### src/rtl/mc16_pkg.sv
package mc16_pkg;

  localparam logic [3:0] OP_BR  = 4'b0000;
  localparam logic [3:0] OP_ADD = 4'b0001;
  localparam logic [3:0] OP_LD  = 4'b0010;
  localparam logic [3:0] OP_ST  = 4'b0011;
  localparam logic [3:0] OP_AND = 4'b0101;
  localparam logic [3:0] OP_LDR = 4'b0110;
  localparam logic [3:0] OP_STR = 4'b0111;
  localparam logic [3:0] OP_NOT = 4'b1001;
  localparam logic [3:0] OP_LDI = 4'b1010;
  localparam logic [3:0] OP_STI = 4'b1011;
  localparam logic [3:0] OP_JMP = 4'b1100;
  localparam logic [3:0] OP_LEA = 4'b1110;

  typedef enum logic [3:0] {
    S_FETCH, S_DECODE, S_EVAL, S_PTR, S_PTRLAT,
    S_OPRD, S_WBACK, S_STORE, S_HALT
  } stateT;

  typedef enum logic [1:0] {WB_ALU, WB_MEM, WB_EA} wbSelT;

  typedef struct packed {
    logic  pcInc;
    logic  brEval;
    logic  jmp;
    logic  irLoad;
    logic  marLoad;
    logic  marBase;
    logic  marFromMem;
    logic  regWe;
    wbSelT wbSel;
    logic  addrMar;
    logic  memWe;
  } strobeT;

endpackage

### src/rtl/mc16_dpath.sv
module mc16_dpath
  import mc16_pkg::*;
#(
  parameter int              DATA_W   = 16,
  parameter int              NUM_REGS = 8,
  parameter logic [DATA_W-1:0] RESET_PC = 16'h3000
) (
  input  logic              clk,
  input  logic              rstN,
  input  strobeT            strobes,
  input  logic [DATA_W-1:0] memRdata,
  output logic [DATA_W-1:0] memAddr,
  output logic [DATA_W-1:0] memWdata,
  output logic [3:0]        opcode
);

  localparam int REG_AW = $clog2(NUM_REGS);

  logic [DATA_W-1:0] pc, ir, mar;
  logic [2:0]        cc;  // {N,Z,P}
  logic [DATA_W-1:0] rf [NUM_REGS];

  logic [REG_AW-1:0] drIdx, sr1Idx, sr2Idx;
  logic [DATA_W-1:0] srcA, srcB, srcSt, opB;
  logic [DATA_W-1:0] sext5, sext6, sext9;
  logic [DATA_W-1:0] pcRel, ea, aluOut, wbData;
  logic [2:0]        ccNext;
  logic              brTaken;

  assign opcode = ir[15:12];
  assign drIdx  = ir[11:9];
  assign sr1Idx = ir[8:6];
  assign sr2Idx = ir[2:0];

  assign srcA  = rf[sr1Idx];
  assign srcB  = rf[sr2Idx];
  assign srcSt = rf[drIdx];

  assign sext5 = {{(DATA_W-5){ir[4]}}, ir[4:0]};
  assign sext6 = {{(DATA_W-6){ir[5]}}, ir[5:0]};
  assign sext9 = {{(DATA_W-9){ir[8]}}, ir[8:0]};

  assign opB   = ir[5] ? sext5 : srcB;
  assign pcRel = pc + sext9;
  assign ea    = strobes.marBase ? (srcA + sext6) : pcRel;

  always_comb begin
    case (opcode)
      OP_ADD:  aluOut = srcA + opB;
      OP_AND:  aluOut = srcA & opB;
      default: aluOut = ~srcA;
    endcase
  end

  always_comb begin
    case (strobes.wbSel)
      WB_MEM:  wbData = memRdata;
      WB_EA:   wbData = pcRel;
      default: wbData = aluOut;
    endcase
  end

  assign ccNext  = {wbData[DATA_W-1], wbData == '0,
                    !wbData[DATA_W-1] && (wbData != '0)};
  assign brTaken = |(ir[11:9] & cc);

  assign memAddr  = strobes.addrMar ? mar : pc;
  assign memWdata = srcSt;

  always_ff @(posedge clk or negedge rstN) begin
    if (!rstN) begin
      pc  <= RESET_PC;
      ir  <= '0;
      mar <= '0;
      cc  <= '0;
      for (int i = 0; i < NUM_REGS; i++) rf[i] <= '0;
    end else begin
      if (strobes.pcInc)                  pc <= pc + DATA_W'(1);
      else if (strobes.brEval && brTaken) pc <= pcRel;
      else if (strobes.jmp)               pc <= srcA;

      if (strobes.irLoad)     ir  <= memRdata;
      if (strobes.marLoad)    mar <= ea;
      if (strobes.marFromMem) mar <= memRdata;

      if (strobes.regWe) begin
        rf[drIdx] <= wbData;
        cc        <= ccNext;
      end
    end
  end

  // PC steps by one across a fetch
  a_r2_pc_step: assert property (@(posedge clk) disable iff (!rstN)
    strobes.pcInc |=> pc == $past(pc) + DATA_W'(1));

  // instruction word captured from the read returned after fetch
  a_r12_ir_capture: assert property (@(posedge clk) disable iff (!rstN)
    strobes.irLoad |=> ir == $past(memRdata));

  // a register write leaves exactly one condition code set
  a_r5_cc_single: assert property (@(posedge clk) disable iff (!rstN)
    strobes.regWe |=> $countones(cc) == 1);

  // pointer word becomes the operand address
  a_r8_ptr_latch: assert property (@(posedge clk) disable iff (!rstN)
    strobes.marFromMem |=> mar == $past(memRdata));

endmodule

### src/rtl/mc16_ctrl.sv
module mc16_ctrl
  import mc16_pkg::*;
(
  input  logic       clk,
  input  logic       rstN,
  input  logic [3:0] opcode,
  output strobeT     strobes,
  output logic       halted
);

  stateT state, nextState;

  always_ff @(posedge clk or negedge rstN) begin
    if (!rstN) state <= S_FETCH;
    else       state <= nextState;
  end

  always_comb begin
    strobes   = '0;
    nextState = state;
    case (state)
      S_FETCH: begin
        strobes.pcInc = 1'b1;
        nextState     = S_DECODE;
      end
      S_DECODE: begin
        strobes.irLoad = 1'b1;
        nextState      = S_EVAL;
      end
      S_EVAL: begin
        nextState = S_FETCH;
        case (opcode)
          OP_ADD, OP_AND, OP_NOT: begin
            strobes.regWe = 1'b1;
            strobes.wbSel = WB_ALU;
          end
          OP_LEA: begin
            strobes.regWe = 1'b1;
            strobes.wbSel = WB_EA;
          end
          OP_BR:  strobes.brEval = 1'b1;
          OP_JMP: strobes.jmp    = 1'b1;
          OP_LD: begin
            strobes.marLoad = 1'b1;
            nextState       = S_OPRD;
          end
          OP_LDR: begin
            strobes.marLoad = 1'b1;
            strobes.marBase = 1'b1;
            nextState       = S_OPRD;
          end
          OP_LDI, OP_STI: begin
            strobes.marLoad = 1'b1;
            nextState       = S_PTR;
          end
          OP_ST: begin
            strobes.marLoad = 1'b1;
            nextState       = S_STORE;
          end
          OP_STR: begin
            strobes.marLoad = 1'b1;
            strobes.marBase = 1'b1;
            nextState       = S_STORE;
          end
          default: nextState = S_HALT;
        endcase
      end
      S_PTR: begin
        strobes.addrMar = 1'b1;
        nextState       = S_PTRLAT;
      end
      S_PTRLAT: begin
        strobes.marFromMem = 1'b1;
        nextState          = (opcode == OP_LDI) ? S_OPRD : S_STORE;
      end
      S_OPRD: begin
        strobes.addrMar = 1'b1;
        nextState       = S_WBACK;
      end
      S_WBACK: begin
        strobes.regWe = 1'b1;
        strobes.wbSel = WB_MEM;
        nextState     = S_FETCH;
      end
      S_STORE: begin
        strobes.addrMar = 1'b1;
        strobes.memWe   = 1'b1;
        nextState       = S_FETCH;
      end
      default: nextState = S_HALT;
    endcase
  end

  assign halted = (state == S_HALT);

  // once halted, the core stays halted
  a_r11_halt_sticky: assert property (@(posedge clk) disable iff (!rstN)
    halted |=> halted);

  // a fetch is always followed by decode
  a_r2_fetch_then_decode: assert property (@(posedge clk) disable iff (!rstN)
    (state == S_FETCH) |=> (state == S_DECODE));

endmodule

### src/rtl/mc16_core.sv
module mc16_core
  import mc16_pkg::*;
#(
  parameter int                DATA_W   = 16,
  parameter int                NUM_REGS = 8,
  parameter logic [DATA_W-1:0] RESET_PC = 16'h3000
) (
  input  logic              clk,
  input  logic              rstN,
  output logic [DATA_W-1:0] memAddr,
  output logic [DATA_W-1:0] memWdata,
  output logic              memWe,
  input  logic [DATA_W-1:0] memRdata,
  output logic              halted
);

  strobeT     strobes;
  logic [3:0] opcode;

  mc16_ctrl i_ctrl (
    .clk     (clk),
    .rstN    (rstN),
    .opcode  (opcode),
    .strobes (strobes),
    .halted  (halted)
  );

  mc16_dpath #(
    .DATA_W   (DATA_W),
    .NUM_REGS (NUM_REGS),
    .RESET_PC (RESET_PC)
  ) i_dpath (
    .clk      (clk),
    .rstN     (rstN),
    .strobes  (strobes),
    .memRdata (memRdata),
    .memAddr  (memAddr),
    .memWdata (memWdata),
    .opcode   (opcode)
  );

  assign memWe = strobes.memWe;

  // no memory write while halted
  a_r11_no_write_halted: assert property (@(posedge clk) disable iff (!rstN)
    halted |-> !memWe);

endmodule

### config.mk
export PLATFORM = sky130hd
export DESIGN_NAME = mc16_core
export DESIGN_NICKNAME = d
export VERILOG_FILES = /design/src/rtl/mc16_pkg.sv /design/src/rtl/mc16_dpath.sv /design/src/rtl/mc16_ctrl.sv /design/src/rtl/mc16_core.sv
export SDC_FILE = /design/constraint.sdc
export NUM_CORES = 1
export LEC_CHECK = 0
export BUFFER_PORTS_ARGS = -buffer_cell sky130_fd_sc_hd__buf_2
export CAP_MARGIN = 20
export CORE_AREA = 2 2 176 178
export DETAILED_ROUTE_END_ITERATION = 10
export DIE_AREA = 0 0 178 180
export MAX_ROUTING_LAYER = met4
export SYNTH_ARGS = -nofsm -noshare
export SYNTH_HDL_FRONTEND = slang
export SYNTH_SLANG_ARGS = --single-unit
### constraint.sdc
create_clock -name clk -period 11.5 [get_ports clk]
set_input_delay 2.3 -clock clk [delete_from_list [all_inputs] [get_ports clk]]
set_output_delay 2.3 -clock clk [all_outputs]
set_load 0.01 [all_outputs]
==> results.sh <==
export IMPL_status="completed"
export IMPL_netlist_top_cells_area="dfrtp_1, mux4_2, mux2_2"
export IMPL_grt_util_all_layers_pct=28.7
export IMPL_crit_arrival_ns=5.68
export IMPL_hpwl_mm=29.8
export IMPL_timing_setup_tns_ns=0
export IMPL_synthCells=1332
export IMPL_ys_ff_latch=183
export IMPL_cp_cell_sequence="buf_4 > mux4_2 > mux2i_1 > inv_1 > ha_1 > a211oi_1 > o21ai_0 > a211oi_1 > or3_1 > a31oi_1 > a2111oi_0 > o2111ai_1 > or4_4 > o21ba_1"
export IMPL_postCtsHoldBufs=0
export IMPL_rsz0062_at_grt="no"
export IMPL_via_per_inst=6.59
export IMPL_syn_area_mm2=0.0134
export IMPL_cts_resized=0
export IMPL_tightest_slew_ns=1.12
export IMPL_required_ns=11.85
export IMPL_hold_viol_final=0
export IMPL_critical_path_top_delay_family="compound AO/OA/AOI/OAI gates"
export IMPL_drc=0
export IMPL_num_rows=64
export IMPL_die_w_um=178
export IMPL_gp_congestion=0.948
export IMPL_synth_edff_count=0
export IMPL_post_drt_wl_per_cell_um=24.8
export IMPL_placeableCoreArea_mm2=0.0302
export IMPL_hold_class="reg -> reg"
export IMPL_critical_path_class="reg -> reg"
export IMPL_die_h_um=180
export IMPL_crit_buf_inv=2
export IMPL_die_area_mm2=0.0320
export IMPL_yosysTopAreaCellShare_pct=33.7
export IMPL_slew_headroom_pct=25.4
export IMPL_crit_slowest_cell="a2111oi_0"
export IMPL_wl_mm=43.7
export IMPL_slowest_delay_ns=0.66
export IMPL_end_kind="register"
export IMPL_cts_buffers=17
export IMPL_antenna_found_initial=0
export IMPL_fmax_mhz=188
export IMPL_cts_tree="built"
export IMPL_finalNetCount=1418
export IMPL_syn2layout_area_growth_pct=9.51
export IMPL_drt_first_pass_iters=6
export IMPL_via_count=11600
export IMPL_port_buffers=51
export IMPL_grt_max_degree=114
export IMPL_antenna_cells=0
export IMPL_fill_cells=2783
export IMPL_fin_crit_ns=5.33
export IMPL_drive_gt1_share_pct=25.3
export IMPL_post_place_ws_ns=6.15
export IMPL_synth_async_reset_ratio_pct=100
export IMPL_clock_sinks=183
export IMPL_io_pins=52
export IMPL_report_final_slew_viol_count=0
export IMPL_start_util_pct=44.5
export IMPL_cts_root_buf="clkbuf_16"
export IMPL_fin_ws_ns=6.17
export IMPL_cts_setup_buffers=0
export IMPL_grt_overflow=0
export IMPL_synth_top_area_cell="dfrtp_1"
export IMPL_grt_first_pass_wirelength_mm=67.6
export IMPL_period_share_pct=46.4
export IMPL_drtIter0Drc=1354
export IMPL_worstSetupStartpointType="register"
export IMPL_clock_path_buffers=2
export IMPL_final_antenna_net_count=0
export IMPL_fin_worst_skew_ns=0.0169
export IMPL_synth_nets=1401
export IMPL_cp_common_cell="a211oi_1"
export IMPL_setup_viol=0
export IMPL_h_tree_depth=4
export IMPL_worstSkewPairLatency_ns=0.46
export IMPL_synth_area_per_cell_um2=10.1
export IMPL_ys_warn_count=0
export IMPL_maxCapViolCount=0
export IMPL_synth_cell_types=82
export IMPL_synthFlopType="dfrtp_1"
export IMPL_grt_pass1_vias=11000
export IMPL_clk_pin_slew_worst_paths_ns=0.08
export IMPL_path_max_fanout=33
export IMPL_ys_seq_area_share_pct=34.1
## stage by stage
step / cell area, um2 / hold WS (ns) / std cells / util (%)
finish: 14700 / 0.510 / 1758 / 48.7
global route: 14700 / 0.544 / 1758 / 48.7
CTS: 14700 / 0.519 / 1755 / 48.6
detailed placement: 14100 / 0.497 / 1723 / 46.8
global placement: 14100 / 0.488 / 1723 / 46.8
floorplan: 13400 / 0.449 / 1332 / -
## final timing paths
| path | start | end | slack [ns] | cells after the start |
|---|---|---|---|---|
| min in group asynchronous | rstN | i_ctrl.state[3] | 1.91 | 1 |
| worst max-delay path | i_dpath.ir[6] | i_dpath.cc[0] | 6.17 | 14 |
| worst min register to register | i_dpath.mar[5] | i_dpath.mar[5] | 0.51 | 2 |
| worst max register to register | i_dpath.ir[6] | i_dpath.cc[0] | 6.17 | 14 |
| worst min-delay path | i_dpath.mar[5] | i_dpath.mar[5] | 0.51 | 2 |
| max in group asynchronous | rstN | i_dpath.rf[92] | 8.04 | 2 |
## layout by cell type, fill, tap and decap left out, types with 20 or more instances in the layout
cell / Yosys / layout
mux2_2: 127 / 127
buf_4: 2 / 33
nor2_1: 70 / 70
ha_1: 48 / 48
inv_1: 30 / 30
o21ai_0: 57 / 57
mux2i_1: 30 / 30
dfrtp_1: 181 / 179
nand2_1: 134 / 134
nand3_1: 24 / 24
mux4_2: 64 / 64
a22oi_1: 76 / 76
buf_2: 8 / 51
a21oi_1: 90 / 90
nor3_1: 26 / 24
nand4_1: 20 / 20
## flip-flops by register name (all words and copies together), names as in the netlist
register,cells
i_dpath.mar,16
i_dpath.pc,16
i_dpath.rf,128
i_dpath.ir,16
i_ctrl.state,4
i_dpath.cc,3
## worst register-to-register path, stage by stage, from the launching register on
cell and delay (ns):
dfrtp_2 0.36, buf_4 0.54, mux4_2 0.61, mux2i_1 0.52
inv_1 0.17, ha_1 0.33, a211oi_1 0.31, o21ai_0 0.18
a211oi_1 0.20, or3_1 0.13, a31oi_1 0.29, a2111oi_0 0.66
o2111ai_1 0.27, or4_4 0.47, o21ba_1 0.18
## cells by family after synthesis
group / count (synthesis) / synth area share [%]
xor+xnor: 26 / 1.70
simple gates: 353 / 12.6
buf+inv: 120 / 3.60
fa+ha+maj: 51 / 4.92
mux: 227 / 24.3
compound gates: 372 / 18.7
flops: 183 / 34.1
## cell usage after synthesis, types with 26 or more instances
cell / count
o21ai_0: 57
nor3_1: 26
nor2_1: 70
clkbuf_1: 66
dfrtp_1: 181
mux2i_1: 30
inv_1: 30
mux2_2: 127
mux4_2: 64
nand2_1: 134
a21oi_1: 90
a22oi_1: 76
ha_1: 48
## layer usage
metal / track usage (%) / routed length (um)
met1: 39.7 / 18600
met2: 42.5 / 19800
met3: 5.27 / 3860
met4: 9.57 / 1420
met5: - / 0
## layout make-up
cell class                      count  area (um2)  share of cell area, %
Inverter                           33         124                  0.842
Multi-Input combinational cell   1029        8410                   57.2
Clock inverter                     13         136                  0.928
Timing Repair Buffer               85         517                   3.51
Tap cell                          396         495                   3.37
Clock buffer                       19         433                   2.94
Sequential cell                   183        4580                   31.2
Power is left out: the tool's default activity adds up to more than one toggle a clock period on the data nets, which glitch-free logic cannot reach.
